## src/rtl/brs_pkg.sv

```systemverilog
package brs_pkg;

  localparam int CFG_W   = 16;
  localparam int LAT_W   = 4;
  localparam int LEN_LGW = 3;
  localparam int WCNT_W  = 5;

  localparam logic [CFG_W-1:0] CFG_RESET = 16'hF94F;
  localparam logic [CFG_W-1:0] CFG_FIXED0 = 16'h0230;

  typedef enum logic [1:0] {ST_IDLE, ST_LAT, ST_DATA} brs_state_e;

  typedef struct packed {
    logic               async_mode;
    logic [LAT_W-1:0]   lat;
    logic               wait_hi;
    logic               wait_early;
    logic               no_wrap;
    logic [LEN_LGW-1:0] len_lg;
  } brs_cfg_t;

  function automatic logic [LAT_W-1:0] eff_latency(input logic [LAT_W-1:0] code);
    return (code < 4'd2) ? 4'd15 : code;
  endfunction

  function automatic logic [LEN_LGW-1:0] len_log2(input logic [2:0] code);
    case (code)
      3'b001:  return 3'd2;
      3'b010:  return 3'd3;
      3'b011:  return 3'd4;
      default: return 3'd0;
    endcase
  endfunction

  function automatic logic [WCNT_W-1:0] burst_words(input logic [LEN_LGW-1:0] lg);
    return WCNT_W'(1) << lg;
  endfunction

endpackage

```

## src/rtl/brs_cfg_reg.sv

```systemverilog
module brs_cfg_reg
  import brs_pkg::*;
(
  input  logic             clk,
  input  logic             rst_n,
  input  logic             wr,
  input  logic [CFG_W-1:0] wdata,
  output logic [CFG_W-1:0] q,
  output brs_cfg_t         fields
);

  always_ff @(posedge clk or negedge rst_n) begin
    if (!rst_n) q <= CFG_RESET;
    else if (wr) q <= wdata & ~CFG_FIXED0;
  end

  always_comb begin
    fields.async_mode = q[15];
    fields.lat        = eff_latency(q[14:11]);
    fields.wait_hi    = q[10];
    fields.wait_early = q[8];
    fields.no_wrap    = q[3];
    fields.len_lg     = len_log2(q[2:0]);
  end

  always_comb begin
    AST_CFG_LAT_LEGAL: assert (!rst_n || fields.lat >= 4'd2);
  end

endmodule

```

## src/rtl/brs_addr_step.sv

```systemverilog
module brs_addr_step
  import brs_pkg::*;
#(
  parameter int AW = 16
) (
  input  logic [AW-1:0]      cur,
  input  logic [LEN_LGW-1:0] len_lg,
  input  logic               wrap,
  output logic [AW-1:0]      nxt
);

  logic [AW-1:0] inc;
  assign inc = cur + AW'(1);

  for (genvar i = 0; i < AW; i++) begin : g_bit
    logic above_win;
    assign above_win = (i >= int'(len_lg));
    assign nxt[i] = (wrap && len_lg != '0 && above_win) ? cur[i] : inc[i];
  end

endmodule

```

## src/rtl/brs_ctrl.sv

```systemverilog
module brs_ctrl
  import brs_pkg::*;
#(
  parameter int AW = 16,
  parameter int DW = 16
) (
  input  logic               clk,
  input  logic               rst_n,
  input  brs_cfg_t           cfg,
  input  logic               adv,
  input  logic [AW-1:0]      start_addr,
  input  logic               nonarray,
  input  logic               term,
  input  logic [DW-1:0]      arr_data,
  input  logic [AW-1:0]      nxt_addr,
  output logic [AW-1:0]      cur_addr,
  output logic [LEN_LGW-1:0] len_lg_act,
  output logic               wrap_act,
  output logic [DW-1:0]      dout,
  output logic               dvalid,
  output logic               wait_o
);

  brs_state_e         state;
  logic [LAT_W-1:0]   cnt;
  logic [WCNT_W-1:0]  wcnt;
  logic [AW-1:0]      base;
  logic               early_act;
  logic               rep_act;

  logic start_ev;
  logic emit_ev;
  logic last_done;
  logic wait_lvl;
  logic [WCNT_W-1:0] len_words;

  assign len_words = burst_words(len_lg_act);
  assign start_ev  = adv && !cfg.async_mode;
  assign last_done = (len_lg_act != '0) && (wcnt == len_words);
  assign emit_ev   = !start_ev && !term &&
                     (((state == ST_LAT) && (cnt == 4'd1)) ||
                      ((state == ST_DATA) && !last_done));
  assign wait_lvl  = (state == ST_LAT) && !(early_act && cnt == 4'd1);
  assign wait_o    = cfg.wait_hi ? wait_lvl : !wait_lvl;

  always_ff @(posedge clk or negedge rst_n) begin
    if (!rst_n) begin
      state      <= ST_IDLE;
      cnt        <= '0;
      wcnt       <= '0;
      cur_addr   <= '0;
      base       <= '0;
      len_lg_act <= '0;
      wrap_act   <= 1'b0;
      early_act  <= 1'b0;
      rep_act    <= 1'b0;
      dout       <= '0;
      dvalid     <= 1'b0;
    end else if (start_ev) begin
      state      <= ST_LAT;
      cnt        <= cfg.lat;
      wcnt       <= '0;
      cur_addr   <= start_addr;
      base       <= start_addr;
      len_lg_act <= cfg.len_lg;
      wrap_act   <= !cfg.no_wrap && (cfg.len_lg != '0);
      early_act  <= cfg.wait_early;
      rep_act    <= nonarray;
      dvalid     <= 1'b0;
    end else if (term && state != ST_IDLE) begin
      state  <= ST_IDLE;
      dvalid <= 1'b0;
    end else if (emit_ev) begin
      state  <= ST_DATA;
      dout   <= arr_data;
      dvalid <= 1'b1;
      if (!rep_act) cur_addr <= nxt_addr;
      if (len_lg_act != '0) wcnt <= wcnt + WCNT_W'(1);
    end else if (state == ST_LAT) begin
      cnt <= cnt - LAT_W'(1);
    end else if (state == ST_DATA) begin
      state  <= ST_IDLE;
      dvalid <= 1'b0;
    end
  end

  AST_WAIT_DATA_EXCL: assert property (@(posedge clk) disable iff (!rst_n)
    !(wait_lvl && dvalid));

  AST_LAT_HOLD: assert property (@(posedge clk) disable iff (!rst_n)
    (state == ST_LAT && cnt > 4'd1 && !adv && !term) |=> (state == ST_LAT && !dvalid));

  AST_WORDS_BOUND: assert property (@(posedge clk) disable iff (!rst_n)
    (dvalid && len_lg_act != '0) |-> (wcnt <= len_words));

  AST_WRAP_INSIDE: assert property (@(posedge clk) disable iff (!rst_n)
    (state != ST_IDLE && wrap_act) |-> ((cur_addr >> len_lg_act) == (base >> len_lg_act)));

  AST_ASYNC_HOLD: assert property (@(posedge clk) disable iff (!rst_n)
    (cfg.async_mode && state == ST_IDLE) |=> (state == ST_IDLE && !dvalid));

  AST_REPEAT_HOLD: assert property (@(posedge clk) disable iff (!rst_n)
    (rep_act && state == ST_DATA && !adv) |=> $stable(cur_addr));

endmodule

```

## src/rtl/burst_read_seq.sv

```systemverilog
module burst_read_seq
  import brs_pkg::*;
#(
  parameter int AW = 16,
  parameter int DW = 16
) (
  input  logic          clk,
  input  logic          rst_n,
  input  logic          cfg_wr,
  input  logic [15:0]   cfg_wdata,
  output logic [15:0]   cfg_q,
  input  logic          adv,
  input  logic [AW-1:0] start_addr,
  input  logic          nonarray,
  input  logic          term,
  output logic [AW-1:0] arr_addr,
  input  logic [DW-1:0] arr_data,
  output logic [DW-1:0] dout,
  output logic          dvalid,
  output logic          wait_o
);

  brs_cfg_t           cfg_f;
  logic [AW-1:0]      cur_addr;
  logic [AW-1:0]      nxt_addr;
  logic [LEN_LGW-1:0] len_lg_act;
  logic               wrap_act;

  brs_cfg_reg u_cfg (
    .clk    (clk),
    .rst_n  (rst_n),
    .wr     (cfg_wr),
    .wdata  (cfg_wdata),
    .q      (cfg_q),
    .fields (cfg_f)
  );

  brs_addr_step #(.AW(AW)) u_step (
    .cur    (cur_addr),
    .len_lg (len_lg_act),
    .wrap   (wrap_act),
    .nxt    (nxt_addr)
  );

  brs_ctrl #(.AW(AW), .DW(DW)) u_ctrl (
    .clk        (clk),
    .rst_n      (rst_n),
    .cfg        (cfg_f),
    .adv        (adv),
    .start_addr (start_addr),
    .nonarray   (nonarray),
    .term       (term),
    .arr_data   (arr_data),
    .nxt_addr   (nxt_addr),
    .cur_addr   (cur_addr),
    .len_lg_act (len_lg_act),
    .wrap_act   (wrap_act),
    .dout       (dout),
    .dvalid     (dvalid),
    .wait_o     (wait_o)
  );

  assign arr_addr = cur_addr;

endmodule

```

## config.mk

```make
export PLATFORM = sky130hd
export DESIGN_NAME = burst_read_seq
export DESIGN_NICKNAME = d
export VERILOG_FILES = /design/src/rtl/brs_pkg.sv /design/src/rtl/brs_cfg_reg.sv /design/src/rtl/brs_addr_step.sv /design/src/rtl/brs_ctrl.sv /design/src/rtl/burst_read_seq.sv
export SDC_FILE = /design/constraint.sdc
export NUM_CORES = 1
export LEC_CHECK = 0
export BUFFER_PORTS_ARGS = -buffer_cell sky130_fd_sc_hd__clkbuf_2
export CORE_MARGIN = 2
export CORE_UTILIZATION = 45
export CTS_CLUSTER_SIZE = 10
export DETAILED_ROUTE_END_ITERATION = 6
export PLACE_DENSITY = 0.75
export SETUP_SLACK_MARGIN = 0.05
export SLEW_MARGIN = 40
export SYNTH_ARGS = -nofsm -noshare
export SYNTH_HDL_FRONTEND = slang
export SYNTH_SLANG_ARGS = --single-unit
```

## constraint.sdc

```tcl
create_clock -name clk -period 2.4 [get_ports clk]
set_input_delay 0.6 -clock clk [delete_from_list [all_inputs] [get_ports clk]]
set_output_delay 0.6 -clock clk [all_outputs]
set_load 0.005 [all_outputs]
```

==> metrics.cfg <==
[critical_path]
crit_fanout = 3
slowest_delay_ps = 400
criticalPathCategory = flop to output port
ff2ff_setup_slack_ps = 200
worstReg2RegStart = u_ctrl.len_lg_act[2]
reg2regPathDepth = 8
endpoint = wait_o
r2r-end = u_ctrl.dout[14]
crit_path_start_kind = flop
setup.worst_path.start = u_ctrl.cnt[1]
required_ps = 1800
cp-end-kind = output port
path_cells = inv_2 > ha_1 > nor3b_4 > buf_6 > a21oi_2 > xnor2_1 > buf_2
slowest_stage = dfrtp_1
worstPathArrival_ps = 1660

[clock_tree]
insertion_delay_ps = 340
cts_root_buffer = clkbuf_8
cts-htree-levels = 3
cts_tree = done
cts_sinks = 62
numCtsBuffers = 9
clockBufferDepth = 2
path_clk_slew_ps = 70
hold_buffers = 0

[placed_design]
gp_congestion = 0.836
dpl.cell_count = 492
dp_hpwl_microns = 5140
io_buffers = 97

[power_and_ir_drop]
power_leakage_uw = 0.00187
powerDensity_mw_per_mm2 = 786
ir_drop_v = 0.000624

[yosys]
synth-edff-count = 0
syn_avg_cell_area_sq_um = 10.6
synth_ff_type = dfrtp_1
synth_area_sq_mm = 0.00329
syn_inst = 310
synth-seq-area-share = 0.476
synth.distinct_cells = 48
synth_warnings = 0
ys_ff_latch = 62
async_flop_share = 1.00

[timing]
tns_ps = 0
fin_crit_sh = 0.940
finalSetupViolations = 0
slew_violations = 0
tightest_slew_ps = 534
fin_crit_ps = 2260
rsz0062_at_grt = true
slew-limit-headroom = 0.641
fmax_mhz = 443
hold_viol = 0
fin_skew_ps = 8.02

[layout]
layout_common_cells = clkbuf_2, dfrtp_1, nand2_1
final_common_cell = clkbuf_2
antenna_cells = 0
drive_above_1_share = 0.447
fillers = 648
area_delta_synth_final_pct = 24.4
final_cells = 513
nets = 467

[routing]
num_vias = 2530
wl_per_cell_microns = 13.7
via_per_inst = 4.93
drt-pass1-iter-count = 4
drtIter0Drc = 46
drcViolationCount = 0
wl_microns = 7050
ant_nets = 0

[die]
die_h_microns = 89.5
rows = 31
fp.dieW_microns = 89.5
die_area_sq_mm = 0.00801
coreArea_sq_mm = 0.00718
ios = 104
start_util = 0.459

[global_routing]
globalRouteTotalUtil = 0.189
grt_use_met3 = 0.0554
grt_pass1_wl_microns = 11400
grt_overflow = 0
grt_max_degree = 62
antenna_found_initial = 0
grt_busiest_layer = met2
grt_pass1_vias = 2526
grt.met2_usage = 0.302
gr-usage-met1 = 0.233

[outcome]
status = finished clean

[worst_hold_path]
hold_class = input port to async pin

[run]
maxCapViolCount = 0

[layer usage]
metal	vias to the layer above	share of wire
li1	1269	-
met1	1151	0.45
met2	97	0.46
met3	13	0.074
met4	0	0.015
met5	-	0
[report_power, final]
part           total (uW)  switching, uW  internal, uW
clock network         907            425           482
registers            1490            208          1280
logic                 822            350           471
[final cells by class]
cell class | instances | area (sq um) | area share
clock buffer | 9 | 124 | 0.0303
clock inverter | 7 | 73.8 | 0.0180
inverter | 7 | 26.3 | 0.00642
multi-input combinational | 219 | 1570 | 0.383
sequential | 62 | 1570 | 0.383
tap | 99 | 124 | 0.0303
timing repair buffer | 110 | 612 | 0.149
[registers in the layout (all words and copies together), names as in the netlist]
signal	flops
u_ctrl.cur_addr	16
u_ctrl.dout	16
u_cfg.q	13
u_ctrl.wcnt	5
u_ctrl.cnt	4
u_ctrl.len_lg_act	3
u_ctrl.state	2
u_ctrl.early_act	1
u_ctrl.rep_act	1
u_ctrl.wrap_act	1
[worst min-delay path by stage]
stage               startpoint                  to  slack [ps]  cells after the start
global route             rst_n  u_ctrl.cur_addr[2]          30                      1
floorplan                rst_n         u_cfg.q[10]         300                      0
global placement         rst_n  u_ctrl.cur_addr[2]         400                      1
finish                   rst_n  u_ctrl.cur_addr[2]          50                      1
detailed placement       rst_n  u_ctrl.cur_addr[2]         400                      1
CTS                      rst_n  u_ctrl.cur_addr[2]          30                      1
[worst max-delay path: cells and delay by family (launching register included)]
kind	cells	cell delay, ps
XOR/XNOR	1	190
flip-flops	1	400
AND/OR/NAND/NOR	1	200
buffers and inverters	3	340
adder cells (fa/ha/maj)	1	140
AO/OA/AOI/OAI	1	50
[logic make-up (layout without fill, tap and decap cells)]
group / Yosys count / count (layout) / synth area share
DFF: 62 / 62 / 0.476
and+or+nand+nor: 101 / 101 / 0.160
xor gates and xnor gates: 21 / 21 / 0.0559
adders and majority gates: 4 / 4 / 0.0152
AOI/OAI and AO/OA: 61 / 61 / 0.125
buffers and inverters: 31 / 133 / 0.0559
muxes: 29 / 29 / 0.110
other: 1 / 3 / 0.00114
[per-stage QoR]
stage	setup WS, ps	hold WS [ps]	total power, uW	cell area [sq um]	util
floorplan	180	304	1960	3300	-
global placement	156	401	2250	3820	0.533
detailed placement	104	402	2290	3820	0.533
CTS	76.4	31.5	3240	4040	0.563
global route	24.1	34.2	3410	4090	0.571
finish	143	52.3	3220	4090	0.571
[synthesized netlist by cell type, types with 2 or more instances]
cell       instances  area [sq um]
buf_2              2          10.0
nand4_1            4          25.0
nand2_1           41           154
nor3b_1            3          22.5
nor3_1             3          15.0
buf_6              4          45.0
nand3_1            7          35.0
a31oi_1            2          12.5
inv_1              7          26.3
o31ai_1            2          15.0
mux2_2            18           203
xnor2_1           18           158
or3_1              4          25.0
xor2_1             3          26.3
nor2_1            19          71.3
dfstp_2           11           289
mux2_4            10           150
o21ai_1            6          30.0
a21oi_1           14          70.1
a211oi_1           7          52.6
nor2b_1            3          18.8
nand2b_1           3          18.8
o21ai_0           20           100
clkbuf_1           8          30.0
ha_1               4          50.1
nand3b_1           4          30.0
a2111oi_2          4          60.1
dfrtp_1           51          1280
buf_4              9          67.6
[repair_timing]
item,CTS,global route
buffers inserted,2,3
gates resized for setup,1,7
endpoints found under the setup margin,1,22
hold endpoints to repair,0,0
pin swaps,0,2
Power figures use the tool's default switching activity.
